===== config.mk =====
export PLATFORM = sky130hd
export DESIGN_NAME = par_serial_shifter
export DESIGN_NICKNAME = d
export VERILOG_FILES = /design/src/rtl/par_serial_shifter_pkg.sv /design/src/rtl/pss_sync.sv /design/src/rtl/pss_ctrl.sv /design/src/rtl/pss_datapath.sv /design/src/rtl/par_serial_shifter.sv
export SDC_FILE = /design/constraint.sdc
export NUM_CORES = 1
export LEC_CHECK = 0
export ABC_AREA = 1
export BUFFER_PORTS_ARGS = -buffer_cell sky130_fd_sc_hd__buf_2
export CAP_MARGIN = 10
export CORE_MARGIN = 5
export CORE_UTILIZATION = 44
export DETAILED_ROUTE_END_ITERATION = 7
export PLACE_DENSITY = 0.7
export SYNTH_ARGS = -nofsm -noshare
export SYNTH_HDL_FRONTEND = slang
export SYNTH_SLANG_ARGS = --single-unit

===== constraint.sdc =====
create_clock -name clk -period 0.9 [get_ports clk]
set_input_delay 0.135 -clock clk [delete_from_list [all_inputs] [get_ports clk]]
set_output_delay 0.135 -clock clk [all_outputs]
set_load 0.1 [all_outputs]

===== src/rtl/par_serial_shifter_pkg.sv =====
package par_serial_shifter_pkg;

  // Strobes sent from the control path to the datapath each system cycle.
  typedef struct packed {
    logic load;   // load level is active (shLoadN sampled low)
    logic shift;  // rising edge detected on the OR of the clock pins
  } strobe_t;

endpackage


===== src/rtl/pss_sync.sv =====
module pss_sync #(
  parameter int WIDTH = 3,
  parameter logic [WIDTH-1:0] RESET_VAL = '1
) (
  input  logic             clk,
  input  logic             rstN,
  input  logic [WIDTH-1:0] asyncIn,
  output logic [WIDTH-1:0] syncOut
);

  logic [WIDTH-1:0] firstFlop;

  for (genvar i = 0; i < WIDTH; i++) begin : g_bit
    always_ff @(posedge clk) begin
      if (!rstN) begin
        firstFlop[i] <= RESET_VAL[i];
        syncOut[i]   <= RESET_VAL[i];
      end else begin
        firstFlop[i] <= asyncIn[i];
        syncOut[i]   <= firstFlop[i];
      end
    end
  end

endmodule


===== src/rtl/pss_ctrl.sv =====
module pss_ctrl
  import par_serial_shifter_pkg::*;
(
  input  logic    clk,
  input  logic    rstN,
  input  logic    shLoadN,
  input  logic    shiftClk,
  input  logic    clkInhibit,
  output strobe_t strobe
);

  localparam int PIN_COUNT = 3;
  localparam int IDX_LOAD  = 0;
  localparam int IDX_CLK   = 1;
  localparam int IDX_INH   = 2;

  logic [PIN_COUNT-1:0] pinRaw;
  logic [PIN_COUNT-1:0] pinSync;
  logic                 clockOr;
  logic                 clockOrPrev;

  assign pinRaw[IDX_LOAD] = shLoadN;
  assign pinRaw[IDX_CLK]  = shiftClk;
  assign pinRaw[IDX_INH]  = clkInhibit;

  // Reset value of all ones: not loading, and no false edge when the
  // pins sit high as reset is released.
  pss_sync #(
    .WIDTH    (PIN_COUNT),
    .RESET_VAL('1)
  ) u_sync (
    .clk    (clk),
    .rstN   (rstN),
    .asyncIn(pinRaw),
    .syncOut(pinSync)
  );

  assign clockOr = pinSync[IDX_CLK] | pinSync[IDX_INH];

  always_ff @(posedge clk) begin
    if (!rstN) clockOrPrev <= 1'b1;
    else       clockOrPrev <= clockOr;
  end

  always_comb begin
    strobe.load  = ~pinSync[IDX_LOAD];
    strobe.shift = clockOr & ~clockOrPrev;
  end

endmodule


===== src/rtl/pss_datapath.sv =====
module pss_datapath
  import par_serial_shifter_pkg::*;
#(
  parameter int STAGES = 8
) (
  input  logic              clk,
  input  logic              rstN,
  input  strobe_t           strobe,
  input  logic              serIn,
  input  logic [STAGES-1:0] parIn,
  output logic [STAGES-1:0] stages
);

  localparam int LAST = STAGES - 1;

  logic [STAGES-1:0] feedBit;

  // Each stage is fed by its neighbour on the input side; stage 0 by serIn.
  for (genvar i = 0; i < STAGES; i++) begin : g_stage
    if (i == 0) begin : g_head
      assign feedBit[i] = serIn;
    end else begin : g_body
      assign feedBit[i] = stages[i-1];
    end

    always_ff @(posedge clk) begin
      if (!rstN)             stages[i] <= 1'b0;
      else if (strobe.load)  stages[i] <= parIn[i];
      else if (strobe.shift) stages[i] <= feedBit[i];
    end
  end

  logic unusedLast;
  assign unusedLast = stages[LAST];

endmodule


===== src/rtl/par_serial_shifter.sv =====
module par_serial_shifter
  import par_serial_shifter_pkg::*;
#(
  parameter int STAGES = 8
) (
  input  logic              clk,
  input  logic              rstN,
  input  logic              shLoadN,
  input  logic              shiftClk,
  input  logic              clkInhibit,
  input  logic              serIn,
  input  logic [STAGES-1:0] parIn,
  output logic              serOut,
  output logic              serOutN
);

  strobe_t           strobe;
  logic [STAGES-1:0] stages;

  pss_ctrl u_ctrl (
    .clk       (clk),
    .rstN      (rstN),
    .shLoadN   (shLoadN),
    .shiftClk  (shiftClk),
    .clkInhibit(clkInhibit),
    .strobe    (strobe)
  );

  pss_datapath #(.STAGES(STAGES)) u_dp (
    .clk   (clk),
    .rstN  (rstN),
    .strobe(strobe),
    .serIn (serIn),
    .parIn (parIn),
    .stages(stages)
  );

  assign serOut  = stages[STAGES-1];
  assign serOutN = ~stages[STAGES-1];

endmodule


==> results, run 1 <==
- The clock passes through at most 2 buffers.
- The area after detailed placement is 785 um^2.
- The synthesized flop and latch total is 15.
- The Yosys step of the flow raised 0 warnings.
- The HPWL after detailed placement is 823 um.
- The number of DRC violations after detailed-routing iteration 0 is 7.
- CTS built an H-tree with a depth of 1.
- Traced cell by cell, the critical path runs through clkinvlp_4 -> buf_12.
- In the finished design, the share of the clock period the worst path needs comes to 1.20.
- For the pin with the worst max-slew slack, the measured transition is 0.294 ns.
- The largest clock skew in the final design is 0.00242 ns.
- The average wire per standard cell is 10.4 um.
- The number of design rule violations left after detail routing is 0.
- The critical path in this run is classified as register to primary output.
- TritonCTS built the clock tree.
- The clock drives 15 sinks.
- 0 antenna diodes ended up in the layout.
- In the synthesized netlist, the number of instances is 94.
- The die covers 2390 um^2.
- The number of pins with negative max-slew slack in the final report is 0.
- The total number of placement rows is 14.
- STA classifies the critical path endpoint as a primary output.
- The number of buffers added by the clock tree synthesis step is 3.
- For the finished layout, the period the worst path requires is 1.08 ns.
- In the final layout, the share of cells above drive strength 1 is 0.402.
- The post-CTS clock slew at the launch and capture registers of the worst setup and hold paths is 0.09 ns.
- The library cell used most frequently in the layout, excluding fill and tap cells, is sky130_fd_sc_hd__nand2_1.
- The most critical setup path has its startpoint at u_dp.unusedLast.
- The detail route stage leaves a number of antenna-violating nets equal to 0.
- The total negative setup slack is -1.10 ns.
- The first-pass GRT wire length is 2270 um.
- The clock reaches the later pin of the worst-skew pair after 0.28 ns.
- The worst-case IR drop observed on VDD is 1020 uV.
- Data on the critical path arrives at its endpoint at 0.95 ns.
- STA classifies the critical path startpoint as a register.
- The total number of vias is 617.
- The analysis attributes to cell leakage a power of 0.492 nW.
- The mean instance size in the synthesized netlist is 7.09 um^2.
- The final reports fail on negative setup slack.
- The maximum number of pins on one net before global-route repair is 17.
- 16 I/O pins were placed.
- The largest area contributor in the synthesized netlist is sky130_fd_sc_hd__dfxtp_1.
- Compared with the post-synthesis result, the final layout area differs by 42.8%.
- The total power per unit cell area is 1570 nW/um^2.
- Max-cap violations in this run came to 0.
- The share of the Yosys chip area taken by registers is 0.450.
- The standard cell core area is 1470 um^2.
- The final RePlAce weighted congestion is 0.706.
- Derived from the worst setup path, the maximum achievable clock frequency is 925 MHz.
- The number of antenna violations at the first check in global routing came to 0.
- The total routed wirelength is 1390 um.
- Measured along the y axis, the die boundary spans 48.9 um.
- The cell area that synthesis handed to floorplanning was 667 um^2.
- The required time of the critical path is 0.76 ns.
- The maximum fanout encountered on the critical timing path is 2.
- Global routing finished with a remaining overflow of 0.
- The number of setup violations in the final report is 10.
- The final worst slack is -0.181 ns.
- The share of synthesized area in the top cell type comes to 0.450.
- Setup repair after global routing could not meet its margin everywhere.
- The tightest min-delay check is of the input pin to register type.
- The net count after synthesis is 108.
- On the critical path, the stage with the largest delay is an instance of sky130_fd_sc_hd__dfxtp_4.
- The root buffer selected by CTS is sky130_fd_sc_hd__clkbuf_4.
- The total number of nets in the final design is 132.
- The floorplan die width is 48.9 um.
- The biggest cell delay along the critical path is 0.38 ns.
- The worst setup timing slack at the placement stage is -0.0581 ns.
- Once layout is done, the placed cells without fillers occupy 952 um^2.
- The all-layer global routing usage is 0.121.
- The via count of the first global-routing pass is 570.
- The run finished, with violations left.
- The post-route worst hold slack is 0.0106 ns.
- The average vias per placed instance is 4.64.
- The final-report hold violation count was 0.
- The initial core utilization is 0.453.
- For this design, the CTS-stage hold fixing added 0 buffers.
- The startpoint of the most critical register-to-register path is u_ctrl.u_sync.syncOut[1].
- The post-layout utilization of the core is 0.647.
- The number of distinct library cell variants in the gate-level netlist after synthesis is 14.
- Ranked by total cell area, the synthesized netlist is headed by sky130_fd_sc_hd__dfxtp_1 45%, sky130_fd_sc_hd__nand2_1 17%, sky130_fd_sc_hd__inv_1 9.0%.
- The relative max-transition margin is 0.804.
- The critical hold path startpoint is clkInhibit.
- The first-pass iteration count of the detailed router is 4.
- The port buffer count is 15.
- In the layout the commonest cells are 26 x sky130_fd_sc_hd__nand2_1, 15 x sky130_fd_sc_hd__inv_1, 13 x sky130_fd_sc_hd__buf_2, 11 x sky130_fd_sc_hd__dfxtp_1, 8 x sky130_fd_sc_hd__nor2_1.
## cell families after synthesis
logic type / count (synthesis) / share of synthesized area
AOI/OAI and AO/OA: 11 / 0.114
buffers and inverters: 21 / 0.165
and+or+nand+nor: 47 / 0.270
DFF: 15 / 0.450
## critical path: cells and delay by family, from the launching register on
kind / cells / cell delay, ns
flip-flops: 1 / 0.38
buffers and inverters: 2 / 0.27
## report_power, final
group          switching [mW]  internal [mW]
clock                   0.220          0.165
combinational           0.195          0.167
sequential             0.0369          0.708
total                   0.453           1.04
## synthesized netlist by cell type, drive strengths merged
master	instances
inv	16
buf	4
clkbuf	1
nand3	1
nand2	31
nor2	15
o21ai	3
o21a	7
a21oi	1
dfxtp	15
## per-stage QoR
| stage | cells | power (mW) |
|---|---|---|
| final | 133 | 1.49 |
| after global routing | 133 | 1.58 |
| after CTS | 131 | 1.45 |
| after floorplan | 94 | 0.954 |
| after detailed placement | 124 | 1.03 |
| after global placement | 124 | 1.02 |
## sequential cells by signal, summed over array words and instances (netlist names)
| register | cells |
|---|---|
| u_ctrl.u_sync.firstFlop | 3 |
| u_ctrl.u_sync.syncOut | 3 |
| u_ctrl.clockOrPrev | 1 |
| u_dp.stages | 7 |
| u_dp.unusedLast | 1 |
## area by class of cell
class | count | area (um^2)
multi-input cells | 59 | 342
fillers | 126 | 519
clock buffers | 3 | 22.5
inverters | 16 | 63.8
flip-flops and latches | 15 | 310
clock inverters | 1 | 5.00
well taps | 16 | 20.0
repair buffers | 23 | 189
## metal layers
| metal | routed length, um | vias up | GRT usage |
|---|---|---|---|
| met5 | 0 | - | 0 |
| met4 | 33 | 0 | 0.0673 |
| met3 | 62 | 4 | 0.0367 |
| met2 | 675 | 15 | 0.198 |
| met1 | 616 | 276 | 0.138 |
| li1 | - | 322 | - |
## what timing repair did
action                                  CTS  global route
gates resized for setup                  10            16
pin swaps                                 3             7
endpoints found under the setup margin   10            10
gates cloned                              1             0
setup buffers                             2             2
## final timing paths
kind	to	slack, ns	cells after the start
max	serOutN	-0.18	2
min reg2reg	u_ctrl.u_sync.syncOut[1]	0.41	2
max reg2reg	u_dp.unusedLast	-0.13	6
min	u_ctrl.u_sync.firstFlop[2]	0.01	3
No activity file was read; power rests on OpenSTA's default activity.
==> run 2: changes to the inputs <==
--- a/config.mk
+++ b/config.mk
@@ -10,7 +10,6 @@
 export CAP_MARGIN = 10
 export CORE_MARGIN = 5
-export CORE_UTILIZATION = 44
+export CORE_UTILIZATION = 30
 export DETAILED_ROUTE_END_ITERATION = 7
-export PLACE_DENSITY = 0.7
 export SYNTH_ARGS = -nofsm -noshare
 export SYNTH_HDL_FRONTEND = slang
==> constraint.sdc (replaced) <==
create_clock -name clk -period 0.9 [get_ports clk]
set_input_delay 0.135 -clock clk [delete_from_list [all_inputs] [get_ports clk]]
set_output_delay 0.135 -clock clk [all_outputs]
set_load 0.05 [all_outputs]
==> run 2 against run 1 <==
Effect of this change:
- the run still ends with negative setup slack left
- non-clock buffer count is 1 lower
- die area increased by 36%
- via count is 5.7% lower
- highest routed layer is now met3
==> results, run 2 (synthesis results as in run 1) <==
- The run finished, with violations left.
- The checks that failed: negative setup slack.
- The largest register by flop count is u_dp.stages.
- The number of DRC violations after detailed-routing iteration 0 is 2 (-5).
- The initial core utilization is 0.307 (-0.146).
- The total number of vias is 582 (-5.7%).
- The global routing met2 resource utilization is 0.131 (-0.0673).
- Leaving out fill and tap cells, the most frequent cells in the layout are 29 x sky130_fd_sc_hd__nand2_1, 15 x sky130_fd_sc_hd__inv_1, 14 x sky130_fd_sc_hd__nor2_1, 13 x sky130_fd_sc_hd__buf_2, 11 x sky130_fd_sc_hd__dfxtp_1.
- The first-pass iteration count of the detailed router is 2 (-2).
- The deepest clock path buffer count is 2 (unchanged).
- The fraction of layout instances using a drive strength above 1 came to 0.319 (-0.0827).
- The top achievable clock speed came to 980 MHz (+5.9%).
- The HPWL after detailed placement was 806 um (-2.1%).
- The root buffer cell chosen for the clock tree is sky130_fd_sc_hd__clkbuf_4.
- The vertical die dimension is 57.2 um (+17%).
- The depth of the worst register-to-register path is 4 (-2).
- The logic depth of the worst setup path including buffers is 2 (unchanged).
- Traced cell by cell, the critical path runs through clkinvlp_4 -> buf_8.
- The area after detailed placement is 769 um^2 (-1.9%).
- The number of pins with negative max-slew slack in the final report is 0 (unchanged).
- In this run the most used layer during global routing was met2.
- The H-tree depth is 1 (unchanged).
- The type of the most critical hold path is input pin to register.
- The floorplan die width is 57.2 um (+17%).
- The share of the clock period used by the worst path is 1.13 (-0.0670).
- The standard cell core area was 2170 um^2 (+47%).
- The commonest non-fill, non-tap cell in the layout is sky130_fd_sc_hd__nand2_1.
- The total power per unit cell area was 1560 nW/um^2 (-0.26%).
- The number of antenna violations at the first check in global routing came to 0 (unchanged).
- The post-layout instance count excluding filler cells was 144 (+8.3%).
- The flip-flop count of the largest register, all copies and words added is 7 (unchanged).
- The biggest cell delay along the critical path is 0.36 ns (-0.02 ns).
- The final cell area excluding filler cells is 882 um^2 (-7.4%).
- The number of buffers and inverters on the critical path is 2 (unchanged).
- The post-CTS clock slew at the launch and capture registers of the worst setup and hold paths came to 0.09 ns (about the same).
- The maximum number of pins on one net before global-route repair is 17 (unchanged).
- The instance count after placement with tap cells included is 136 (+9.7%).
- The clock latency reported for the late side of the worst-skew pair is 0.28 ns (about the same).
- The total number of placement rows is 17 (+3).
- The final worst slack was -0.121 ns (+0.0603 ns).
- The total of max-cap violations is 0 (unchanged).
- The leakage dissipation is 0.469 nW (-4.8%).
- STA classifies the critical path startpoint as a register.
- The largest clock skew in the final design is 0.000359 ns (-0.00206 ns).
- The met3 track utilization from global routing came to 0.0498 (+0.0131).
- The number of nets with antenna violations after routing is 0 (unchanged).
- The average vias per placed instance was 4.04 (-13%).
- The total negative setup slack was -0.549 ns (+0.555 ns).
- The count of boundary I/O pins is 16 (unchanged).
- The total number of clock tree sinks is 15 (unchanged).
- The actual slew at the worst max-slew pin is 0.276 ns (-0.0187 ns).
- The number of diodes added for antenna fixing was 0 (unchanged).
- The total number of nets in the final design is 131 (-0.76%).
- The flop-to-flop setup slack is -0.09 ns (+0.04 ns).
- The required time of the critical path is 0.76 ns (about the same).
- The all-layer global routing usage is 0.0762 (-0.0447).
- The full die area is 3270 um^2 (+36%).
- The post-layout utilization of the core is 0.407 (-0.241).
- The worst hold path stage count is 3 (unchanged).
- The cell at the slowest stage of the critical path is sky130_fd_sc_hd__dfxtp_4.
- The relative max-transition margin was 0.816 (+0.0125).
- The critical path arrival was 0.89 ns (-0.06 ns).
- The via count of the first global-routing pass is 488 (-14%).
- The endpoint class of the critical path is a primary output.
- The worst setup timing slack at the placement stage is -0.0703 ns (-0.0122 ns).
- The final-report hold violation count was 0 (unchanged).
- The total routed wirelength was 1190 um (-14%).
- The quantity of hold-fixing buffers added after cts came to 0 (unchanged).
- The number of buffers added by the clock tree synthesis step is 3 (unchanged).
- From synthesis to final layout, the design area changed by 32.3%.
- The final critical delay including setup and external delays came to 1.02 ns (-0.0603 ns).
- Setup repair after global routing could not meet its margin everywhere.
- The worst ir drop on vdd was 1050 uV (+2.7%).
- The maximum fanout encountered on the critical timing path is 2 (unchanged).
- The post-route worst hold slack came to 0.0178 ns (+0.00712 ns).
- The cell type group with the largest total delay on the critical path is flip-flops.
- The sum of overflow across all layers after global routing came to 0 (unchanged).
- The final RePlAce weighted congestion is 0.711 (+0.68%).
- The critical path class is register to primary output.
- The average wire per standard cell is 8.28 um (-21%).
- The number of setup violations in the final report is 10 (unchanged).
- TritonCTS built the clock tree.
- The first-pass GRT wire length is 1940 um (-15%).
- The largest registers in the layout are u_dp.stages x7, u_ctrl.u_sync.firstFlop x3, u_ctrl.u_sync.syncOut x3.
- The port buffer count is 15 (unchanged).
- The number of design rule violations left after detail routing is 0 (unchanged).
- The met1 track utilization from global routing is 0.0805 (-0.0573).
- The power consumption came to 1.38 mW (-7.6%).
==> run 2: cell types whose count changed in the layout (fill, tap and decap cells not counted) <==
| cell | before | now |
|---|---|---|
| sky130_fd_sc_hd__nor2_4 | 4 | 0 |
| sky130_fd_sc_hd__nand2_2 | 4 | 1 |
| sky130_fd_sc_hd__nand2_4 | 1 | 2 |
| sky130_fd_sc_hd__buf_6 | 3 | 4 |
| sky130_fd_sc_hd__buf_12 | 3 | 0 |
| sky130_fd_sc_hd__nor2_1 | 8 | 14 |
| sky130_fd_sc_hd__nand2_8 | 1 | 0 |
| sky130_fd_sc_hd__nor2_2 | 3 | 1 |
| sky130_fd_sc_hd__buf_8 | 0 | 1 |
| sky130_fd_sc_hd__nand2_1 | 26 | 29 |
==> run 2: final timing paths <==
check,from,endpoint
setup / recovery,u_dp.unusedLast,serOutN
hold / removal,shLoadN,u_ctrl.u_sync.firstFlop[0]
setup reg to reg,u_ctrl.u_sync.syncOut[1],u_dp.stages[1]
hold reg to reg,u_ctrl.u_sync.firstFlop[2],u_ctrl.u_sync.syncOut[2]
==> run 2: final cells by class <==
cell class	instances	area, um^2
timing repair buffer	22	155
fill	242	1290
tap	28	35.0
multi-input combinational	59	290
sequential	15	310
clock buffer	3	22.5
inverter	16	63.8
clock inverter	1	5.00
==> run 2: repair_timing <==
item | CTS | global route
pin swaps | 8 | 4
gates resized for setup | 15 | 2
setup buffers | 2 | 1
gates cloned | 1 | 0
endpoints found under the setup margin | 10 | 10
==> run 2: power breakdown <==
part | internal (mW) | leakage (nW) | switching [mW]
combinational | 0.128 | 0.327 | 0.143
sequential | 0.708 | 0.124 | 0.0260
clock | 0.165 | 0.0177 | 0.210
==> run 2: layer usage <==
metal,vias up,share of wire
met4,0,0
met3,0,0.082
met5,-,0
li1,322,-
met1,247,0.43
met2,13,0.49
==> run 2: worst register-to-register path: cells and delay by family (launching register included) <==
family	cells	cell delay (ns)
AO/OA/AOI/OAI	1	0.23
flip-flops	1	0.34
AND/OR/NAND/NOR	3	0.32
==> run 3: changes to the inputs <==
- clock period: 0.9 -> 0.95 ns (I/O delays scaled with it)
==> run 3 against run 2 <==
Effect of this change:
- the run still ends with negative setup slack left
- utilization increased by 0.29 points
- cell area increased by 0.71%
- wire length increased by 9.7%
- non-clock buffer count unchanged
- via count increased by 0.17%
- setup slack improved by 0.026 ns
- cell count unchanged
- die area unchanged
- first-iteration DRC count increased to 4.5 times the previous value
- sequential power decreased by 5.3%
- critical path depth unchanged
==> results, run 3 (synthesis results as in run 1) <==
- The floorplan die width was 57.2 um (unchanged).
- The H-tree depth came to 1 (unchanged).
- The number of diodes added for antenna fixing is 0 (unchanged).
- The average vias per placed instance was 4.05 (+0.17%).
- The worst hold path stage count is 3 (unchanged).
- The flow ran to the end, but the final reports show violations.
- The largest registers in the layout are u_dp.stages x7, u_ctrl.u_sync.firstFlop x3, u_ctrl.u_sync.syncOut x3.
- The depth of the worst register-to-register path was 5 (+1).
- The startpoint of the most critical register-to-register path is u_ctrl.u_sync.syncOut[2].
- The average wire per standard cell is 9.09 um (+9.7%).
- STA classifies the critical path endpoint as a primary output.
- The clock latency reported for the late side of the worst-skew pair is 0.28 ns (about the same).
- The largest clock skew in the final design is 0.00532 ns (+0.00496 ns).
- For this run, the top clock speed supported by timing is 957 MHz.
- The sequential fraction of design power is 0.522 (-0.010).
- The proportion of power drawn by the clock network was 0.279 (+0.007).
- In the layout the commonest cells are 24 x sky130_fd_sc_hd__nand2_1, 15 x sky130_fd_sc_hd__inv_1, 15 x sky130_fd_sc_hd__nor2_1, 13 x sky130_fd_sc_hd__buf_2, 11 x sky130_fd_sc_hd__dfxtp_1.
- The end point of the most critical hold path is u_ctrl.u_sync.firstFlop[0].
- The full die area is 3270 um^2 (unchanged).
- The largest register by flop count is u_dp.stages.
- The layout overhead on the synthesized area is 33.2%.
- The worst ir drop on vdd was 797 uV (-24%).
- The flop-to-flop setup slack is -0.03 ns (+0.06 ns).
- The destination of the worst register-to-register timing path is u_dp.stages[1].
- The standard cell core area was 2170 um^2 (unchanged).
- The share of total power in combinational logic is 0.198 (+0.002).
- The first-pass GRT wire length is 2300 um (+19%).
- The first-pass iteration count of the detailed router came to 3 (+1).
- The deepest clock path buffer count is 2 (unchanged).
- The root buffer selected by CTS is sky130_fd_sc_hd__clkbuf_4.
- The number of nets with antenna violations after routing is 0 (unchanged).
- The combined flip-flop and latch cell area is 310 um^2 (unchanged).
- The maximum number of pins on one net before global-route repair is 17 (unchanged).
- The type of the most critical hold path is input pin to register.
- The number of buffers added by the clock tree synthesis step is 3 (unchanged).
- The critical path is of the register to primary output type.
- The area after detailed placement is 769 um^2 (unchanged).
- The share of total power consumed by net switching came to 0.286 (+0.0113).
- The layout filler cell count is 254 (+5.0%).
- The number of pins with negative max-slew slack in the final report is 0 (unchanged).
- The required time of the critical path is 0.81 ns (+0.05 ns).
- The count of boundary I/O pins came to 16 (unchanged).
- The leakage dissipation is 0.469 nW (about the same).
- Setup repair after global routing could not meet its margin everywhere.
- The critical path arrival is 0.90 ns (about the same).
- The number of setup violations in the final report is 8 (-2).
- The total power per unit cell area is 1500 nW/um^2 (-4.3%).
- The total number of placement rows is 17 (unchanged).
- The clock tree from TritonCTS is built.
- The total number of clock tree sinks is 15 (unchanged).
- The critical hold path startpoint is shLoadN.
- The final cell area excluding filler cells came to 888 um^2 (+0.71%).
- The final critical delay including setup and external delays is 1.04 ns.
- The final-report hold violation count is 0 (unchanged).
- The number of DRC violations after detailed-routing iteration 0 is 9 (+7).
- The final worst slack is -0.0944 ns (+0.0261 ns).
- The fraction of layout instances using a drive strength above 1 is 0.353 (+0.0345).
- The net switching component of the power was 0.380 mW (+0.39%).
- The checks that failed: negative setup slack.
- The relative max-transition margin came to 0.802 (-0.0144).
- The sum of overflow across all layers after global routing came to 0 (unchanged).
- The all-layer global routing usage is 0.0904 (+0.0142).
- The actual slew at the worst max-slew pin was 0.297 ns (+0.0216 ns).
- The post-CTS clock slew at the launch and capture registers of the worst setup and hold paths is 0.10 ns (about the same).
- The HPWL after detailed placement was 845 um (+4.8%).
- The initial core utilization was 0.307 (unchanged).
- The total routed wirelength came to 1310 um (+9.7%).
- The vertical die dimension is 57.2 um (unchanged).
- The startpoint type of the worst setup path is a register.
- The internal portion of total power was 0.950 mW (-5.1%).
- The post-layout utilization of the core is 0.409 (+0.00288).
- The total number of nets in the final design is 131 (unchanged).
- The combined area of the multi-input logic cells was 300 um^2 (+3.4%).
- The via count of the first global-routing pass is 556 (+14%).
- The share of the clock period used by the worst path is 1.10.
- Leaving out fill and tap cells, the most frequent cell in the layout is sky130_fd_sc_hd__nand2_1.
- The final RePlAce weighted congestion is 0.711 (about the same).
- The power consumption is 1.33 mW (-3.6%).
- The total of max-cap violations came to 0 (unchanged).
- The flip-flop count of the largest register, all copies and words added is 7 (unchanged).
- The number of design rule violations left after detail routing came to 0 (unchanged).
- The number of antenna violations at the first check in global routing is 0 (unchanged).
- The maximum fanout encountered on the critical timing path is 2 (unchanged).
- The port buffer count is 15 (unchanged).
- The total number of vias is 583 (+0.17%).
## run 3: cell count changes in the layout (fill, tap and decap cells not counted)
cell                      delta
sky130_fd_sc_hd__nor2_1      +1
sky130_fd_sc_hd__buf_6       -1
sky130_fd_sc_hd__buf_4       +1
sky130_fd_sc_hd__nand2_1     -5
sky130_fd_sc_hd__nor2_2      -1
sky130_fd_sc_hd__nand2_2     +5
## run 3: power groups by stage
stage / Clock [mW] / Sequential [mW] / Combinational, mW
global placement: 0 / 0.707 / 0.209
floorplan: 0 / 0.716 / 0.161
CTS: 0.393 / 0.695 / 0.245
detailed placement: 0 / 0.708 / 0.214
global route: 0.419 / 0.700 / 0.299
finish: 0.371 / 0.695 / 0.264
## run 3: metal layers
metal  track usage  routed length [um]
met1         0.104                 585
met2         0.148                 665
met3        0.0271                  58
met4        0.0497                   0
met5             0                   0
## run 3: area by class of cell
class,instances,share of cell area
Clock inverter,1,0.00563
Tap cell,28,0.0394
Inverter,16,0.0718
Sequential cell,15,0.349
Clock buffer,3,0.0254
Timing Repair Buffer,22,0.170
Multi-Input combinational cell,59,0.338
## run 3: how the worst max path moves through the flow
| stage | depth (start not counted) | from | to |
|---|---|---|---|
| CTS | 2 | u_dp.unusedLast | serOutN |
| global route | 2 | u_dp.unusedLast | serOutN |
| floorplan | 4 | u_dp.unusedLast | u_dp.unusedLast |
| global placement | 6 | u_ctrl.u_sync.syncOut[0] | u_dp.stages[3] |
| detailed placement | 5 | u_ctrl.u_sync.syncOut[2] | u_dp.stages[1] |
| finish | 2 | u_dp.unusedLast | serOutN |
## run 3: critical path, stage by stage, from the launching register on
cell,delay [ns]
sky130_fd_sc_hd__dfxtp_4,0.37
sky130_fd_sc_hd__clkinvlp_4,0.09
sky130_fd_sc_hd__buf_8,0.15
## run 3: metrics by stage
stage                      TNS [ns]  hold WS [ns]  setup WS, ns  std cells
after floorplan              -0.103         0.227       -0.0895         94
after global placement    -0.000343         0.311     -0.000343        136
after detailed placement    -0.0201         0.316       -0.0103        136
after CTS                    -0.145       0.00832       -0.0961        143
after global routing         -0.968        0.0130        -0.135        144
final                        -0.239        0.0189       -0.0944        144
## run 3: what timing repair did
| item | in CTS | in global routing |
|---|---|---|
| pin swaps | 5 | 5 |
| gates resized for setup | 11 | 9 |
| gates cloned | 1 | 0 |
| setup buffers | 2 | 1 |
| endpoints found under the setup margin | 9 | 10 |
| hold buffers | 0 | 0 |
